<file path="src/rtl/intr_seq_pkg.sv">
package intr_seq_pkg;
  localparam int FRAME_BYTES = 9;
  localparam int STEP_W      = $clog2(FRAME_BYTES);
  localparam int CCR_I_BIT   = 4;
  localparam int CCR_X_BIT   = 6;
  localparam int ENTRY_CYC   = FRAME_BYTES + 3;
  localparam int RET_CYC     = FRAME_BYTES + 1;

  typedef enum logic [2:0] {
    ST_IDLE, ST_PUSH, ST_VHI, ST_VLO, ST_VDONE, ST_POP, ST_PDONE
  } seq_st_t;
endpackage

</file>
<file path="src/rtl/intr_req_qual.sv">
module intr_req_qual (
  input  logic clk,
  input  logic rst_n,
  input  logic idle,
  input  logic insn_done,
  input  logic irq_n,
  input  logic nmi_pend,
  input  logic mask_i,
  input  logic mask_x,
  input  logic rti_req,
  output logic start_entry,
  output logic start_nmi,
  output logic start_ret
);
  logic irq_lo_q;
  logic irq_ok, nmi_ok;

  always_ff @(posedge clk) begin
    if (!rst_n) irq_lo_q <= 1'b0;
    else        irq_lo_q <= ~irq_n;
  end

  assign irq_ok      = irq_lo_q & ~irq_n & ~mask_i;
  assign nmi_ok      = nmi_pend & ~mask_x;
  assign start_ret   = idle & rti_req;
  assign start_entry = idle & ~rti_req & insn_done & (irq_ok | nmi_ok);
  assign start_nmi   = nmi_ok;


  irq_two_edge_chk: assert property (@(posedge clk) disable iff (!rst_n)
    (start_entry && !start_nmi) |-> (!irq_n && $past(!irq_n)));
endmodule

</file>
<file path="src/rtl/intr_step_fsm.sv">
module intr_step_fsm
  import intr_seq_pkg::*;
(
  input  logic              clk,
  input  logic              rst_n,
  input  logic              start_entry,
  input  logic              start_ret,
  output seq_st_t           state,
  output logic [STEP_W-1:0] step,
  output logic              busy
);
  localparam logic [STEP_W-1:0] LAST_STEP = STEP_W'(FRAME_BYTES - 1);

  always_ff @(posedge clk) begin
    if (!rst_n) begin
      state <= ST_IDLE;
      step  <= '0;
    end else begin
      case (state)
        ST_IDLE: begin
          step <= '0;
          if (start_ret)        state <= ST_POP;
          else if (start_entry) state <= ST_PUSH;
        end
        ST_PUSH: begin
          if (step == LAST_STEP) begin
            state <= ST_VHI;
            step  <= '0;
          end else step <= step + 1'b1;
        end
        ST_VHI:   state <= ST_VLO;
        ST_VLO:   state <= ST_VDONE;
        ST_VDONE: state <= ST_IDLE;
        ST_POP: begin
          if (step == LAST_STEP) begin
            state <= ST_PDONE;
            step  <= '0;
          end else step <= step + 1'b1;
        end
        ST_PDONE: state <= ST_IDLE;
        default:  state <= ST_IDLE;
      endcase
    end
  end

  assign busy = (state != ST_IDLE);

  logic [4:0] run_len;
  always_ff @(posedge clk) begin
    if (!rst_n)    run_len <= '0;
    else if (busy) run_len <= run_len + 1'b1;
    else           run_len <= '0;
  end


  busy_len_chk: assert property (@(posedge clk) disable iff (!rst_n)
    $fell(busy) |-> (run_len == 5'(ENTRY_CYC) || run_len == 5'(RET_CYC)));
endmodule

</file>
<file path="src/rtl/intr_datapath.sv">
module intr_datapath
  import intr_seq_pkg::*;
#(
  parameter int DW = 8,
  localparam int AW = 2 * DW
) (
  input  logic              clk,
  input  logic              rst_n,
  input  seq_st_t           state,
  input  logic [STEP_W-1:0] step,
  input  logic              start_entry,
  input  logic              start_nmi,
  input  logic              start_ret,
  input  logic [AW-1:0]     vec_addr,
  input  logic [AW-1:0]     pc_in,
  input  logic [AW-1:0]     x_in,
  input  logic [AW-1:0]     y_in,
  input  logic [DW-1:0]     a_in,
  input  logic [DW-1:0]     b_in,
  input  logic [DW-1:0]     ccr_in,
  input  logic [AW-1:0]     sp_in,
  input  logic [DW-1:0]     mem_rdata,
  output logic [AW-1:0]     mem_addr,
  output logic [DW-1:0]     mem_wdata,
  output logic              mem_we,
  output logic              arch_we,
  output logic              gpr_we,
  output logic [AW-1:0]     pc_out,
  output logic [AW-1:0]     sp_out,
  output logic [DW-1:0]     ccr_out,
  output logic [AW-1:0]     x_out,
  output logic [AW-1:0]     y_out,
  output logic [DW-1:0]     a_out,
  output logic [DW-1:0]     b_out
);
  logic [AW-1:0] snap_pc, snap_x, snap_y, snap_sp, snap_vec;
  logic [DW-1:0] snap_a, snap_b, snap_ccr, vec_hi;
  logic          snap_nmi;
  logic [DW-1:0] frame    [FRAME_BYTES];
  logic [DW-1:0] pull_buf [FRAME_BYTES];
  logic [DW-1:0] mask_set;

  always_ff @(posedge clk) begin
    if (!rst_n) begin
      snap_pc <= '0; snap_x <= '0; snap_y <= '0; snap_sp <= '0; snap_vec <= '0;
      snap_a <= '0; snap_b <= '0; snap_ccr <= '0; snap_nmi <= 1'b0; vec_hi <= '0;
    end else begin
      if (start_entry) begin
        snap_pc  <= pc_in;  snap_x <= x_in; snap_y <= y_in;
        snap_a   <= a_in;   snap_b <= b_in; snap_ccr <= ccr_in;
        snap_sp  <= sp_in;  snap_vec <= vec_addr; snap_nmi <= start_nmi;
      end else if (start_ret) begin
        snap_sp <= sp_in;
      end
      if (state == ST_VLO) vec_hi <= mem_rdata;
    end
  end

  always_ff @(posedge clk) begin
    if (!rst_n) begin
      for (int i = 0; i < FRAME_BYTES; i++) pull_buf[i] <= '0;
    end else if (state == ST_POP && step != '0) begin
      pull_buf[STEP_W'(FRAME_BYTES) - step] <= mem_rdata;
    end
  end

  always_comb begin
    frame[0] = snap_pc[DW-1:0];
    frame[1] = snap_pc[AW-1:DW];
    frame[2] = snap_y[DW-1:0];
    frame[3] = snap_y[AW-1:DW];
    frame[4] = snap_x[DW-1:0];
    frame[5] = snap_x[AW-1:DW];
    frame[6] = snap_a;
    frame[7] = snap_b;
    frame[8] = snap_ccr;
  end

  always_comb begin
    case (state)
      ST_PUSH: mem_addr = snap_sp - AW'(1) - AW'(step);
      ST_VHI:  mem_addr = snap_vec;
      ST_VLO:  mem_addr = snap_vec + AW'(1);
      ST_POP:  mem_addr = snap_sp + AW'(step);
      default: mem_addr = '0;
    endcase
  end

  assign mem_we    = (state == ST_PUSH);
  assign mem_wdata = mem_we ? frame[step] : '0;

  always_comb begin
    mask_set = '0;
    mask_set[CCR_I_BIT] = 1'b1;
    mask_set[CCR_X_BIT] = snap_nmi;
  end

  assign arch_we = (state == ST_VDONE) || (state == ST_PDONE);
  assign gpr_we  = (state == ST_PDONE);
  assign pc_out  = gpr_we ? {pull_buf[1], mem_rdata} : {vec_hi, mem_rdata};
  assign ccr_out = gpr_we ? pull_buf[8] : (snap_ccr | mask_set);
  assign sp_out  = gpr_we ? snap_sp + AW'(FRAME_BYTES) : snap_sp - AW'(FRAME_BYTES);
  assign x_out   = {pull_buf[5], pull_buf[4]};
  assign y_out   = {pull_buf[3], pull_buf[2]};
  assign a_out   = pull_buf[6];
  assign b_out   = pull_buf[7];


  push_desc_chk: assert property (@(posedge clk) disable iff (!rst_n)
    (mem_we && $past(mem_we)) |-> (mem_addr == $past(mem_addr) - AW'(1)));


  pull_asc_chk: assert property (@(posedge clk) disable iff (!rst_n)
    (state == ST_POP && step != '0) |-> (mem_addr == $past(mem_addr) + AW'(1)));


  mask_set_chk: assert property (@(posedge clk) disable iff (!rst_n)
    (arch_we && !gpr_we) |-> ccr_out[CCR_I_BIT]);
endmodule

</file>
<file path="src/rtl/intr_seq.sv">
module intr_seq
  import intr_seq_pkg::*;
#(
  parameter int DW = 8,
  localparam int AW = 2 * DW
) (
  input  logic          clk,
  input  logic          rst_n,
  input  logic          insn_done,
  input  logic          irq_n,
  input  logic          nmi_pend,
  input  logic [AW-1:0] vec_addr,
  input  logic          rti_req,
  input  logic [AW-1:0] pc_in,
  input  logic [AW-1:0] x_in,
  input  logic [AW-1:0] y_in,
  input  logic [DW-1:0] a_in,
  input  logic [DW-1:0] b_in,
  input  logic [DW-1:0] ccr_in,
  input  logic [AW-1:0] sp_in,
  output logic [AW-1:0] mem_addr,
  output logic [DW-1:0] mem_wdata,
  output logic          mem_we,
  input  logic [DW-1:0] mem_rdata,
  output logic          busy,
  output logic          arch_we,
  output logic [AW-1:0] pc_out,
  output logic [AW-1:0] sp_out,
  output logic [DW-1:0] ccr_out,
  output logic          gpr_we,
  output logic [AW-1:0] x_out,
  output logic [AW-1:0] y_out,
  output logic [DW-1:0] a_out,
  output logic [DW-1:0] b_out
);
  seq_st_t           state;
  logic [STEP_W-1:0] step;
  logic              start_entry, start_nmi, start_ret;

  intr_req_qual u_qual (
    .clk(clk), .rst_n(rst_n), .idle(!busy), .insn_done(insn_done),
    .irq_n(irq_n), .nmi_pend(nmi_pend),
    .mask_i(ccr_in[CCR_I_BIT]), .mask_x(ccr_in[CCR_X_BIT]),
    .rti_req(rti_req), .start_entry(start_entry), .start_nmi(start_nmi),
    .start_ret(start_ret)
  );

  intr_step_fsm u_fsm (
    .clk(clk), .rst_n(rst_n), .start_entry(start_entry), .start_ret(start_ret),
    .state(state), .step(step), .busy(busy)
  );

  intr_datapath #(.DW(DW)) u_dp (
    .clk(clk), .rst_n(rst_n), .state(state), .step(step),
    .start_entry(start_entry), .start_nmi(start_nmi), .start_ret(start_ret),
    .vec_addr(vec_addr), .pc_in(pc_in), .x_in(x_in), .y_in(y_in),
    .a_in(a_in), .b_in(b_in), .ccr_in(ccr_in), .sp_in(sp_in),
    .mem_rdata(mem_rdata), .mem_addr(mem_addr), .mem_wdata(mem_wdata),
    .mem_we(mem_we), .arch_we(arch_we), .gpr_we(gpr_we), .pc_out(pc_out),
    .sp_out(sp_out), .ccr_out(ccr_out), .x_out(x_out), .y_out(y_out),
    .a_out(a_out), .b_out(b_out)
  );


  boundary_chk: assert property (@(posedge clk) disable iff (!rst_n)
    ($rose(busy) && !$past(rti_req)) |-> $past(insn_done));


  idle_quiet_chk: assert property (@(posedge clk) disable iff (!rst_n)
    !busy |-> (!mem_we && !arch_we && !gpr_we));
endmodule

</file>
<file path="config.mk">
export PLATFORM = sky130hd
export DESIGN_NAME = intr_seq
export DESIGN_NICKNAME = d
export VERILOG_FILES = /design/src/rtl/intr_seq_pkg.sv /design/src/rtl/intr_req_qual.sv /design/src/rtl/intr_step_fsm.sv /design/src/rtl/intr_datapath.sv /design/src/rtl/intr_seq.sv
export SDC_FILE = /design/constraint.sdc
export NUM_CORES = 1
export LEC_CHECK = 0
export BUFFER_PORTS_ARGS = -buffer_cell sky130_fd_sc_hd__buf_2
export CAP_MARGIN = 0
export CELL_PAD_IN_SITES_DETAIL_PLACEMENT = 0
export CELL_PAD_IN_SITES_GLOBAL_PLACEMENT = 2
export CORE_AREA = 5 5 190 192
export CTS_BUF_LIST = sky130_fd_sc_hd__clkbuf_8
export DETAILED_ROUTE_END_ITERATION = 8
export DIE_AREA = 0 0 195 197
export GPL_TIMING_DRIVEN = 0
export PLACE_DENSITY = 0.73
export RECOVER_POWER = 50
export SKIP_CTS_REPAIR_TIMING = 1
export SYNTH_ARGS = -nofsm -noshare
export SYNTH_HDL_FRONTEND = slang
export SYNTH_SLANG_ARGS = --single-unit
</file>
<file path="constraint.sdc">
create_clock -name clk -period 3.6 [get_ports clk]
set_input_delay 0.72 -clock clk [delete_from_list [all_inputs] [get_ports clk]]
set_output_delay 0.72 -clock clk [all_outputs]
set_load 0.01 [all_outputs]
</file>
# Yosys cells after proc, flatten, opt, wreduce, memory -nomap -nowiden
# Memory sizes are Yosys's and may differ from the RTL's.
# Index checks and enable logic that the tools add are counted.
# W data, S select, Z words.
# classes
n_lt_le_gt_ge	1
add_sub_neg	8
bitwise	14
mul	0
n_eq_ne	10
shift	0
div_mod_pow	0
muxes	24
reduce_logical	11
# op_table
cell	count
$mux W16	4
$pmux W16 S4	1
$mux W8	5
$bmux W8 S4	1
$add A16 B1 Y16 const B	1
$add A16 B4 Y16	1
$add A16 B4 Y16 const B	1
$sub A16 B1 Y16 const B	1
$sub A16 B4 Y16	1
$sub A16 B4 Y16 const B	1
$pmux W3 S5	1
$mux W3	4
$eq A3 B3 Y1 const B	3
$mux W4	2
$or A8 B7 Y8	1
$pmux W4 S2	1
$reduce_or A8 Y1	1
$and A1 B1 Y1	7
$eq A3 B2 Y1 const B	2
$ge A5 B5 Y1 const B	1
$mux W1	5
$not A4 Y5	1
$add A4 B1 Y4 const B	1
$eq A4 B4 Y1 const B	1
other kinds (15)	20
# word_totals
inputBits	118
latchBits	0
mem_bits_rw	72
mem_count	1
regBits	121
out_inout_bits	116
rom_bits	0
# mem_list
memory	depth	word_bits	read_ports	rd_clocked_by_memory_dff	write_ports	line_no	source
u_dp.pull_buf	9	8	8	0	9	intr_datapath.sv:40	logic [DW-1:0] pull_buf [FRAME_BYTES];

# Depth between registers and ports, before layout
# depth
word_depth	8
mapped_depth	12

# Modules after synthesis
# A second synthesis with hierarchy kept.
# unflattened
cells_unflattened	985
hier_area_um2	9864.5
# by_module_without_submodules
mod	area_per_inst_um2	seq_area_each_um2	instances	cells_each
intr_datapath	9390.3	4184.0	1	934
intr_step_fsm	394.1	140.1	1	43
intr_req_qual	76.3	20.0	1	7
intr_seq	3.8	0.0	1	1

# Least setup slack after synthesis
# OpenSTA, ideal clock, no wires.
# synth_path
path_type	register to output
start	reg u_fsm.state[0]
end	out sp_out[13]
path_buffers	3
slack_ps	-375
t_arrival_ps	3255
stages_incl_launch_ff	12
path_cell_list	dfxtp_1 clkbuf_1 nand3b_1 clkbuf_1 buf_2 inv_1 ha_1 o21ai_1 o21a_1 or4_1 and3_1 a211o_1
# synth_between
elab_chain_len	2
# synth_lines
item	line_no	source
start: declaration	intr_step_fsm.sv:8	output seq_st_t state,
start signal: assignment	intr_step_fsm.sv:16	state <= ST_IDLE;
start signal: assignment	intr_step_fsm.sv:22	if (start_ret) state <= ST_POP;
start signal: assignment	intr_step_fsm.sv:23	else if (start_entry) state <= ST_PUSH;
$eq A3 B3 Y1	intr_datapath.sv:99	assign gpr_we = (state == ST_PDONE);
named net gpr_we	intr_seq.sv:30	output logic gpr_we,
$mux W16	intr_datapath.sv:102	assign sp_out = gpr_we ? snap_sp + AW'(FRAME_BYTES) : snap_sp - AW'(FRAME_BYTES);
end: declaration	intr_seq.sv:28	output logic [AW-1:0] sp_out,
# The timed path passes the listed nets, and every way through them passes these cells.

# Worst setup path after layout
# layout_path
start	reg u_fsm.state[0]
end	out sp_out[14]
# layout_between
elab_chain_len	2
# layout_lines
item	line_no
$eq A3 B3 Y1	intr_datapath.sv:99
$mux W16	intr_datapath.sv:102
# No other way between the ends.

==> results.json <==
{
  "run_status": "complete, but fails checks",
  "failed_checks": "negative setup slack",
  "wl_um": 36000,
  "max-cap-violations": 0,
  "multi_input_area_sq_um": 5660,
  "intPower_mw": 3.59,
  "cts_buffers": 17,
  "drtAntennaViolNets": 0,
  "core-area_sq_um": 34200,
  "fin_setup_tns_ns": -1.78,
  "worstSkewPairLatency_ns": 0.48,
  "slew_headroom_pct": 39.7,
  "antenna_found_initial": 2,
  "whs_ns": 0.417,
  "syn_inst": 1123,
  "worstHoldPathType": "in -> reg",
  "yosys.area.top_type": "dfxtp_1",
  "die_area_sq_um": 38400,
  "tritoncts": "done",
  "drt-vias-per-instance": 4.85,
  "leakage_nw": 5.20,
  "hold_violations": 0,
  "p_per_area_nw_per_um2": 420,
  "setup.worst_path.start_class": "flip-flop",
  "critPathRequiredTime_ns": 2.88,
  "synthArstFlopShare_pct": 0,
  "max_freq_mhz": 262,
  "cts.sinks": 185,
  "r2r-start": "u_fsm.step[0]$_SDFFE_PN0P_",
  "hp-start": "irq_n",
  "yosysWarnings": 0,
  "cts_root_buf": "clkbuf_8",
  "final_cell_count_no_fill": 1888,
  "synth_flop_cell": "dfxtp_1",
  "clkPwrFrac_pct": 26.6,
  "drv_slew": 0,
  "seq_power_share_pct": 42.5,
  "crit_top_cell": "buf_6",
  "fillCellCount": 3672,
  "place.gp.congestion": 0.824,
  "overflow": 0,
  "switching_share_pct": 34.6,
  "firstDrtPassIters": 6,
  "start_util_pct": 29.5,
  "final_nets": 1570,
  "synth_nets": 1273,
  "register_area_sq_um": 4360,
  "worstMarginPinSlew_ns": 0.903,
  "slowest_delay_ns": 0.48,
  "drt_iter0_drc": 439,
  "period_needed_ns": 3.82,
  "ys_seq_elements": 185,
  "setup_ws_ns": -0.216,
  "antenna_cells": 0,
  "io_pins": 234,
  "setup_viol": 13,
  "dpl.hpwl_um": 27300,
  "grt_max_degree": 24,
  "rsz0062_at_grt": "true",
  "track_usage_pct": 18.0,
  "vdd_drop_max_mv": 0.217,
  "ys_types": 62,
  "synth_area_leaders": "dfxtp_1, edfxtp_1, nand2_1, a21boi_1, and3_1",
  "drc": 0,
  "synth_edf_count": 64,
  "path_max_fanout": 7,
  "die_w_um": 195,
  "layout-drive-gt1-share_pct": 26.6,
  "netlist.area_leader.share_pct": 24.0,
  "wire_per_inst_um": 19.1,
  "place_inst": 1811,
  "cts_buffer_depth": 2,
  "avgSynthCellArea_sq_um": 9.00,
  "htree_levels": 4,
  "cts.clk_slew.worst_paths_ns": 0.10,
  "cp_slowest_cell": "fa_1",
  "combinationalPowerShare_pct": 30.9,
  "crit_type": "reg -> out",
  "synth-seq-area-share_pct": 43.0,
  "netlist_area_sq_um": 10100,
  "p_sw_mw": 1.89,
  "rows": 68,
  "fin_skew_ns": 0.0164,
  "period_share_pct": 106,
  "crit_arrival_ns": 3.10,
  "crit_start": "u_fsm.state[0]$_SDFFE_PN0P_",
  "grt_first_pass_wirelength_um": 53900,
  "vias": 9166,
  "end_kind": "primary output",
  "portBuffers": 233,
  "cp_cell_sequence": "buf_6 > nand3b_1 > buf_6 > clkbuf_16 > fa_1 > a211oi_2 > o211ai_1 > a31oi_4 > or4_1 > nand4_1 > buf_2",
  "syn2layout_area_growth_pct": 29.1,
  "dieHeight_um": 197,
  "grt_pass1_vias": 9092,
  "power.total_mw": 5.48,
  "dp_worst_setup_slack_ns": -0.845
}
## cells in the final DEF (no fill, tap or decap), drive strengths merged, types with 6 or more instances in the layout
| master | n |
|---|---|
| nor3 | 25 |
| nor2 | 34 |
| o21a | 12 |
| a21boi | 98 |
| dfxtp | 121 |
| clkinvlp | 8 |
| a211oi | 7 |
| nand2 | 242 |
| a21oi | 35 |
| nand4 | 10 |
| or4 | 6 |
| or3 | 8 |
| a21o | 7 |
| clkbuf | 119 |
| o21ai | 32 |
| nand3 | 27 |
| nor2b | 28 |
| mux2 | 14 |
| o211ai | 15 |
| edfxtp | 64 |
| inv | 29 |
| ha | 29 |
| xnor2 | 13 |
| o21bai | 6 |
| buf | 257 |
| mux4 | 10 |
| nor4 | 6 |
| mux2i | 30 |
| and2 | 12 |
| and3 | 63 |
## flip-flops by register name, indices dropped and copies added, names as in the netlist
signal and count:
u_dp.snap_a 8, u_dp.pull_buf 64, u_fsm.state 3, u_fsm.step 4, u_qual.irq_lo_q 1, u_dp.snap_vec 16
u_dp.snap_x 16, u_dp.snap_ccr 8, u_dp.snap_sp 16, u_dp.snap_pc 16, u_dp.vec_hi 8, u_dp.snap_nmi 1
u_dp.snap_y 16, u_dp.snap_b 8
## worst max-delay path: cells and delay by family (launching register included)
family / cells / cell delay (ns)
AND/OR/NAND/NOR: 3 / 0.46
flip-flops: 1 / 0.34
AO/OA/AOI/OAI: 3 / 0.71
buffers and inverters: 4 / 0.62
adder cells (fa/ha/maj): 1 / 0.48
## cell type report
type,count,area share [%]
inverter,25,0.854
multi-input combinational,832,43.4
timing repair buffer,280,11.5
clock buffer,17,1.79
buffer,79,3.45
tap,455,4.36
clock inverter,15,1.30
sequential,185,33.4
## logic make-up (layout without fill, tap and decap cells)
| group | count (synthesis) | after routing | share of synthesized area [%] |
|---|---|---|---|
| AND/OR/NAND/NOR | 480 | 480 | 22.8 |
| AO/OA/AOI/OAI | 248 | 248 | 17.1 |
| flip-flops | 185 | 185 | 43.0 |
| buffers and inverters | 106 | 416 | 4.58 |
| multiplexers | 54 | 54 | 6.76 |
| adder cells (fa/ha/maj) | 32 | 32 | 4.19 |
| XOR/XNOR | 18 | 18 | 1.56 |
## Yosys cell counts, types with 8 or more instances
master / n
o21a_1: 12
buf_4: 10
and3_1: 63
ha_1: 29
a21boi_0: 9
nand4_1: 10
nor2_1: 34
nand2_1: 242
mux4_2: 10
a21oi_1: 35
o211ai_1: 15
or3_1: 8
clkbuf_1: 52
and2_1: 12
inv_1: 22
buf_2: 16
mux2i_1: 30
o21ai_0: 29
mux2_2: 14
xnor2_1: 13
nor2b_1: 28
dfxtp_1: 121
a21boi_1: 89
nor3_1: 24
nand3_1: 27
edfxtp_1: 64
## power groups by stage
stage	registers (mW)	clock network [mW]	logic, mW
final	2.33	1.46	1.69
after floorplan	2.35	0	0.922
after global placement	2.36	0	1.43
after global routing	2.34	1.60	1.85
after detailed placement	2.37	0	1.44
after CTS	2.32	1.51	1.44
## path summary, 6_finish.rpt
check,to,slack (ns),cells past startpoint
max reg2reg,u_dp.pull_buf[7][7]$_SDFFCE_PN0P_,0.34,12
max,sp_out[14],-0.22,11
min,u_qual.irq_lo_q$_SDFF_PN0_,0.42,2
min reg2reg,u_dp.snap_b[1]$_SDFFE_PN0P_,0.46,2
## metrics by stage
step / util [%] / cell area [sq um]
final: 38.1 / 13000
after global routing: 38.1 / 13000
after CTS: 35.8 / 12300
after detailed placement: 34.6 / 11800
after global placement: 34.6 / 11800
after floorplan: - / 10100
## routing by layer
layer | vias to the layer above | routed length (um) | global-route usage (%)
met1 | 4354 | 16700 | 24.4
met3 | 29 | 1390 | 3.21
li1 | 4572 | - | -
met2 | 209 | 17400 | 30.3
met4 | 2 | 429 | 3.52
met5 | - | 7 | 0
Note: power is estimated with default switching activity, not from simulation.
